--- config.mk ---
export PLATFORM = sky130hd
export DESIGN_NAME = irq_aggregator
export DESIGN_NICKNAME = d
export VERILOG_FILES = /design/src/rtl/irq_pkg.sv /design/src/rtl/irq_edge_sync.sv /design/src/rtl/irq_wrap_det.sv /design/src/rtl/irq_pend_bank.sv /design/src/rtl/irq_aggregator.sv
export SDC_FILE = /design/constraint.sdc
export NUM_CORES = 1
export LEC_CHECK = 0
export ABC_CLOCK_PERIOD_IN_PS = 1300
export BUFFER_PORTS_ARGS = -buffer_cell sky130_fd_sc_hd__buf_2
export CAP_MARGIN = 20
export CELL_PAD_IN_SITES_DETAIL_PLACEMENT = 1
export CELL_PAD_IN_SITES_GLOBAL_PLACEMENT = 1
export CORE_MARGIN = 5
export CORE_UTILIZATION = 29
export DETAILED_ROUTE_END_ITERATION = 10
export PLACE_DENSITY = 0.74
export SLEW_MARGIN = 5
export SYNTH_ARGS = -nofsm -noshare
export SYNTH_HDL_FRONTEND = slang
export SYNTH_SLANG_ARGS = --single-unit
--- constraint.sdc ---
create_clock -name clk -period 1.3 [get_ports clk]
set_clock_uncertainty 0.2 [all_clocks]
set_input_delay 0.13 -clock clk [delete_from_list [all_inputs] [get_ports clk]]
set_output_delay 0.13 -clock clk [all_outputs]
set_load 0.02 [all_outputs]
--- src/rtl/irq_pkg.sv ---
package irq_pkg;
  localparam int NMI_N  = 2;
  localparam int CH_N   = 6;
  localparam int MISC_N = 4;

  typedef enum logic [1:0] {
    GRP_NMI  = 2'd0,
    GRP_CH0  = 2'd1,
    GRP_CH1  = 2'd2,
    GRP_MISC = 2'd3
  } grp_addr_e;

  localparam int NB_EXT0 = 0;
  localparam int NB_MUTE = 1;
  localparam int MB_ADC  = 0;
  localparam int MB_VSYN = 1;
  localparam int MB_EXT1 = 2;
  localparam int MB_TMR  = 3;

  localparam logic [15:0] VEC_NMI = 16'hFFFA;
  localparam logic [15:0] VEC_IRQ = 16'hFFFE;
endpackage

--- src/rtl/irq_edge_sync.sv ---
module irq_edge_sync #(
  parameter int STAGES = 2
) (
  input  logic clk,
  input  logic rst_n,
  input  logic pin,
  input  logic pol_rise,
  output logic evt
);
  logic [STAGES:0] sh_q;
  logic [STAGES:0] sh_d;

  always_comb begin
    sh_d = {sh_q[STAGES-1:0], pin};
  end

  always_ff @(posedge clk or negedge rst_n) begin
    if (!rst_n) sh_q <= '0;
    else        sh_q <= sh_d;
  end

  logic cur, prv;
  assign cur = sh_q[STAGES-1];
  assign prv = sh_q[STAGES];
  assign evt = pol_rise ? (cur & ~prv) : (~cur & prv);
endmodule

--- src/rtl/irq_wrap_det.sv ---
module irq_wrap_det #(
  parameter int TW = 8
) (
  input  logic          clk,
  input  logic          rst_n,
  input  logic [TW-1:0] cnt,
  output logic          evt
);
  localparam logic [TW-1:0] TOP = {TW{1'b1}};
  logic [TW-1:0] prev_q;

  always_ff @(posedge clk or negedge rst_n) begin
    if (!rst_n) prev_q <= '0;
    else        prev_q <= cnt;
  end

  assign evt = (prev_q == TOP) && (cnt == '0);
endmodule

--- src/rtl/irq_pend_bank.sv ---
module irq_pend_bank #(
  parameter int W = 4
) (
  input  logic         clk,
  input  logic         rst_n,
  input  logic [W-1:0] set,
  input  logic         clr_we,
  input  logic [W-1:0] clr_mask,
  input  logic [W-1:0] en,
  output logic [W-1:0] pend,
  output logic         fresh,
  output logic         req
);
  logic [W-1:0] pend_q, pend_d;
  logic         upd;

  always_comb begin
    pend_d = pend_q;
    if (clr_we) pend_d = pend_d & ~clr_mask;
    pend_d = pend_d | set;
  end

  assign upd = clr_we | (|set);

  always_ff @(posedge clk or negedge rst_n) begin
    if (!rst_n)   pend_q <= '0;
    else if (upd) pend_q <= pend_d;
  end

  assign pend  = pend_q;
  assign fresh = |(set & ~pend_q & en);
  assign req   = |(pend_q & en);
endmodule

--- src/rtl/irq_aggregator.sv ---
module irq_aggregator
  import irq_pkg::*;
#(
  parameter int SYNC_STAGES = 2,
  parameter int TMR_W       = 8,
  parameter int DW          = 8
) (
  input  logic              clk,
  input  logic              rst_n,
  input  logic              ext0_pin,
  input  logic              ext1_pin,
  input  logic              vsync_pin,
  input  logic              mute_evt,
  input  logic              adc_done,
  input  logic [TMR_W-1:0]  tmr_cnt,
  input  logic [CH_N-1:0]   ch0_ev,
  input  logic [CH_N-1:0]   ch1_ev,
  input  logic              ext0_rise,
  input  logic              ext1_rise,
  input  logic [NMI_N-1:0]  nmi_en,
  input  logic [CH_N-1:0]   ch0_en,
  input  logic [CH_N-1:0]   ch1_en,
  input  logic [MISC_N-1:0] misc_en,
  input  logic              cpu_imask,
  input  logic              wr_en,
  input  logic [1:0]        wr_addr,
  input  logic [DW-1:0]     wr_data,
  input  logic [1:0]        rd_addr,
  output logic [DW-1:0]     rd_data,
  output logic              nmi_req,
  output logic              irq_req,
  output logic [2:0]        irq_sub,
  output logic [15:0]       vec_addr
);
  localparam int NCH = 2;

  // pin front ends
  logic e0_evt, e1_evt, vs_evt, tmr_evt;

  irq_edge_sync #(.STAGES(SYNC_STAGES)) u_e0 (
    .clk(clk), .rst_n(rst_n), .pin(ext0_pin), .pol_rise(ext0_rise), .evt(e0_evt));
  irq_edge_sync #(.STAGES(SYNC_STAGES)) u_e1 (
    .clk(clk), .rst_n(rst_n), .pin(ext1_pin), .pol_rise(ext1_rise), .evt(e1_evt));
  irq_edge_sync #(.STAGES(SYNC_STAGES)) u_vs (
    .clk(clk), .rst_n(rst_n), .pin(vsync_pin), .pol_rise(1'b1), .evt(vs_evt));
  irq_wrap_det #(.TW(TMR_W)) u_tmr (
    .clk(clk), .rst_n(rst_n), .cnt(tmr_cnt), .evt(tmr_evt));

  // non-maskable group
  logic [NMI_N-1:0] nmi_set, nmi_pend;
  logic             nmi_fresh, nmi_lvl;

  always_comb begin
    nmi_set          = '0;
    nmi_set[NB_EXT0] = e0_evt;
    nmi_set[NB_MUTE] = mute_evt;
  end

  irq_pend_bank #(.W(NMI_N)) u_nmi (
    .clk(clk), .rst_n(rst_n), .set(nmi_set),
    .clr_we(wr_en && (wr_addr == GRP_NMI)), .clr_mask(wr_data[NMI_N-1:0]),
    .en(nmi_en), .pend(nmi_pend), .fresh(nmi_fresh), .req(nmi_lvl));

  // channel subgroups
  logic [NCH-1:0][CH_N-1:0] ch_set, ch_en, ch_pend;
  logic [NCH-1:0]           ch_req;
  logic [NCH-1:0]           ch_fresh;

  assign ch_set = {ch1_ev, ch0_ev};
  assign ch_en  = {ch1_en, ch0_en};

  for (genvar g = 0; g < NCH; g++) begin : g_ch
    irq_pend_bank #(.W(CH_N)) u_bank (
      .clk(clk), .rst_n(rst_n), .set(ch_set[g]),
      .clr_we(wr_en && (wr_addr == 2'(g + 1))), .clr_mask(wr_data[CH_N-1:0]),
      .en(ch_en[g]), .pend(ch_pend[g]), .fresh(ch_fresh[g]), .req(ch_req[g]));
  end

  // misc subgroup
  logic [MISC_N-1:0] misc_set, misc_pend;
  logic              misc_fresh, misc_req;

  always_comb begin
    misc_set          = '0;
    misc_set[MB_ADC]  = adc_done;
    misc_set[MB_VSYN] = vs_evt;
    misc_set[MB_EXT1] = e1_evt;
    misc_set[MB_TMR]  = tmr_evt;
  end

  irq_pend_bank #(.W(MISC_N)) u_misc (
    .clk(clk), .rst_n(rst_n), .set(misc_set),
    .clr_we(wr_en && (wr_addr == GRP_MISC)), .clr_mask(wr_data[MISC_N-1:0]),
    .en(misc_en), .pend(misc_pend), .fresh(misc_fresh), .req(misc_req));

  // request outputs
  logic nmi_q, nmi_d;
  assign nmi_d = nmi_fresh;

  always_ff @(posedge clk or negedge rst_n) begin
    if (!rst_n) nmi_q <= 1'b0;
    else        nmi_q <= nmi_d;
  end

  assign nmi_req  = nmi_q;
  assign irq_sub  = {misc_req, ch_req[1], ch_req[0]};
  assign irq_req  = ~cpu_imask & (|irq_sub);
  assign vec_addr = nmi_lvl ? VEC_NMI : VEC_IRQ;

  // read port
  always_comb begin
    rd_data = '0;
    unique case (grp_addr_e'(rd_addr))
      GRP_NMI:  rd_data[NMI_N-1:0]  = nmi_pend;
      GRP_CH0:  rd_data[CH_N-1:0]   = ch_pend[0];
      GRP_CH1:  rd_data[CH_N-1:0]   = ch_pend[1];
      GRP_MISC: rd_data[MISC_N-1:0] = misc_pend;
      default:  rd_data = '0;
    endcase
  end
endmodule

==> flow_summary.toml <==
[synthesis]
synthArstFlopShare = 1.000
synth.distinct_cells = 28
synth_top_area_cell = "dfrtp_1"
ys_seq_area_frac = 0.5389
avgSynthCellArea_um2 = 11.14
ys_top_cells_by_count = "36 x dfrtp_1, 22 x buf_4, 19 x nand2_1, 14 x a21o_1, 8 x inv_1"
synth.most_common_cell = "dfrtp_1"
ys_ff_latch = 36
syn_area_um2 = 1672
yosysWarnings = 0
synthTopCellsByArea = "dfrtp_1 54%, buf_4 9.9%, a21o_1 6.3%, nand2_1 4.3%, a22oi_1 3.1%"
synth_top_area_frac = 0.5389
synth_edf_count = 0
synthFlopType = "dfrtp_1"
synthCells = 150

[status]
outcome = "complete, but fails checks"
failed_checks = "negative setup slack"

[timing]
period_needed_ns = 1.839
fin_tns_setup_ns = -3.840
rsz0062_at_grt = "yes"
slew_viol_final = 0
setup_viol = 11
final_hold_viol_count = 0
max_freq_mhz = 543.7
layout_setup_ws_ns = -0.5391
period_share = 1.415

[clocking]
numCtsBuffers = 5
cts.clk_slew.worst_paths_ns = 0.08
clock-root-buffer = "clkbuf_8"
htree_num_levels = 2
cts_max_path_buffers = 2
clk_latency_ns = 0.28
cts_tree = "yes"
cts_num_sinks = 36

[route]
routed_wl_um = 5446
drtIter0Drc = 89
routed_via_density = 4.449
wl_per_cell_um = 15.47
drc = 0
vias = 1566
drt_pass1_iterations = 4
ant_nets = 0

[critical_path]
reg2reg_from = "u_e0.sh_q[2]$_DFF_PN0_"
critPathSlowestCell = "dfrtp_1"
max_stage_delay_ns = 0.40
crit_required_ns = 0.97
startpoint_type = "flop"
path_max_fanout = 2
arrival_ns = 1.51
startpoint = "g_ch[1].u_bank.pend[5]$_DFFE_PN0P_"
critical_path_class = "flop to output pin"
critPathCaptureType = "output pin"
path_cells = "a22o_1 -> nor3b_2 -> a41oi_2 -> buf_4"

[power_and_ir_drop]
p_per_area_nw_per_um2 = 946.2
leakagePower_nw = 1.288
ir_drop_v = 0.0006500

[floorplanning]
coreArea_um2 = 5540
initial_core_util = 0.3017
die_w_um = 85.92
die_area_um2 = 7382
die_height_um = 85.92
rows = 27
ios = 90

[place]
placed_cell_area_um2 = 2173
dpl.hpwl_um = 4014
routabilityCongestion = 0.7690
io_buffer_count = 70

[cells_and_area]
fin_area_um2 = 2738
fin_nets = 344
num-fill-cells = 644
diodes = 0
area_growth_pct = 63.77
drive_gt1_frac = 0.4036

[run]
max_cap_violations = 0

[global_routing]
globalRouteTotalUtil = 0.1499
grt_max_degree = 37
first_global_vias = 1790
grt_overflow = 0
grt_pass1_wl_um = 8507
antenna_found_initial = 0

[min_path]
min-delay-start = "ext0_rise"
hold_class = "input pin to flop"
==> registers in the layout, summed over array words and instances, names as in the netlist <==
signal and cells:
g_ch.u_bank.pend 12, nmi_req 1, u_e0.sh_q 3, u_e1.sh_q 3, u_misc.pend 4, u_nmi.pend 2
u_tmr.prev_q 8, u_vs.sh_q 3
==> through the flow <==
stage               cells  utilization  hold WS (ns)  worst slack, ns  total power (W)
detailed placement    305       0.3923      -0.08732          -0.2361         0.001649
floorplan             165            -       -0.3656         -0.04309         0.001456
global placement      305       0.3923      -0.09206          -0.2067         0.001636
CTS                   351       0.4883       0.01043          -0.5389         0.002610
finish                352       0.4941       0.01050          -0.5391         0.002590
global route          352       0.4941       0.01807          -0.5790         0.002721
==> kinds of logic after synthesis <==
logic type | share of synthesized area
other cells | 0.004493
buf+inv | 0.1168
fa+ha+maj | 0.02994
flops | 0.5389
compound gates | 0.1804
simple gates | 0.1175
mux | 0.01198
==> final timing paths <==
check	to	slack [ns]	cells after the start
setup / recovery	irq_req	-0.54	4
hold / removal	u_nmi.pend[0]$_DFFE_PN0P_	0.01	4
setup reg to reg	nmi_req$_DFF_PN0_	0.16	3
hold reg to reg	u_e1.sh_q[1]$_DFF_PN0_	0.15	0
max in group asynchronous	u_tmr.prev_q[6]$_DFF_PN0_	0.57	3
min in group asynchronous	u_e0.sh_q[0]$_DFF_PN0_	0.13	3
==> metal layers <==
metal | track usage | vias up | routed length (um) | share of wire
li1 | - | 748 | - | -
met1 | 0.1568 | 761 | 2016 | 0.37
met2 | 0.2887 | 51 | 3032 | 0.56
met3 | 0.04227 | 6 | 339 | 0.062
met4 | 0.04029 | 0 | 58 | 0.011
met5 | 0 | - | 0 | 0
==> layout make-up <==
class | count | area (um^2) | area share
timing repair buffer | 129 | 945.9 | 0.3455
sequential | 36 | 900.9 | 0.3291
multi-input combinational | 99 | 673.1 | 0.2459
tap | 72 | 90.09 | 0.03291
clock buffer | 6 | 82.58 | 0.03016
inverter | 8 | 30.03 | 0.01097
clock inverter | 2 | 15.01 | 0.005484
==> critical path, delay by kind of cell (launching register included) <==
| family | cells | cell delay (ns) |
|---|---|---|
| buffers and inverters | 1 | 0.18 |
| flip-flops | 1 | 0.40 |
| AO/OA/AOI/OAI | 2 | 0.37 |
| AND/OR/NAND/NOR | 1 | 0.28 |
==> repair_timing <==
item | in CTS | in global routing
setup buffers | 3 | 2
hold endpoints to repair | 66 | 0
gates resized for setup | 18 | 7
hold buffers | 35 | 0
pin swaps | 8 | 6
endpoints found under the setup margin | 11 | 12
==> where the power goes <==
part / internal, W / switching, W / leakage (nW)
registers: 0.00117 / 0.0000335 / 0.383
logic: 0.000287 / 0.000259 / 0.861
clock network: 0.000429 / 0.000410 / 0.0434
==> placed cells by master, fill, tap and decap left out, types with 7 or more instances in the layout <==
cell           netlist  final
a21o_1              14     14
buf_2                0     61
buf_4               22     24
buf_6                0      8
conb_1               2     17
dfrtp_1             36     36
dlygate4sd3_1        0     35
inv_1                8      7
nand2_1             19     19
No activity file was read; power rests on OpenSTA's default activity.
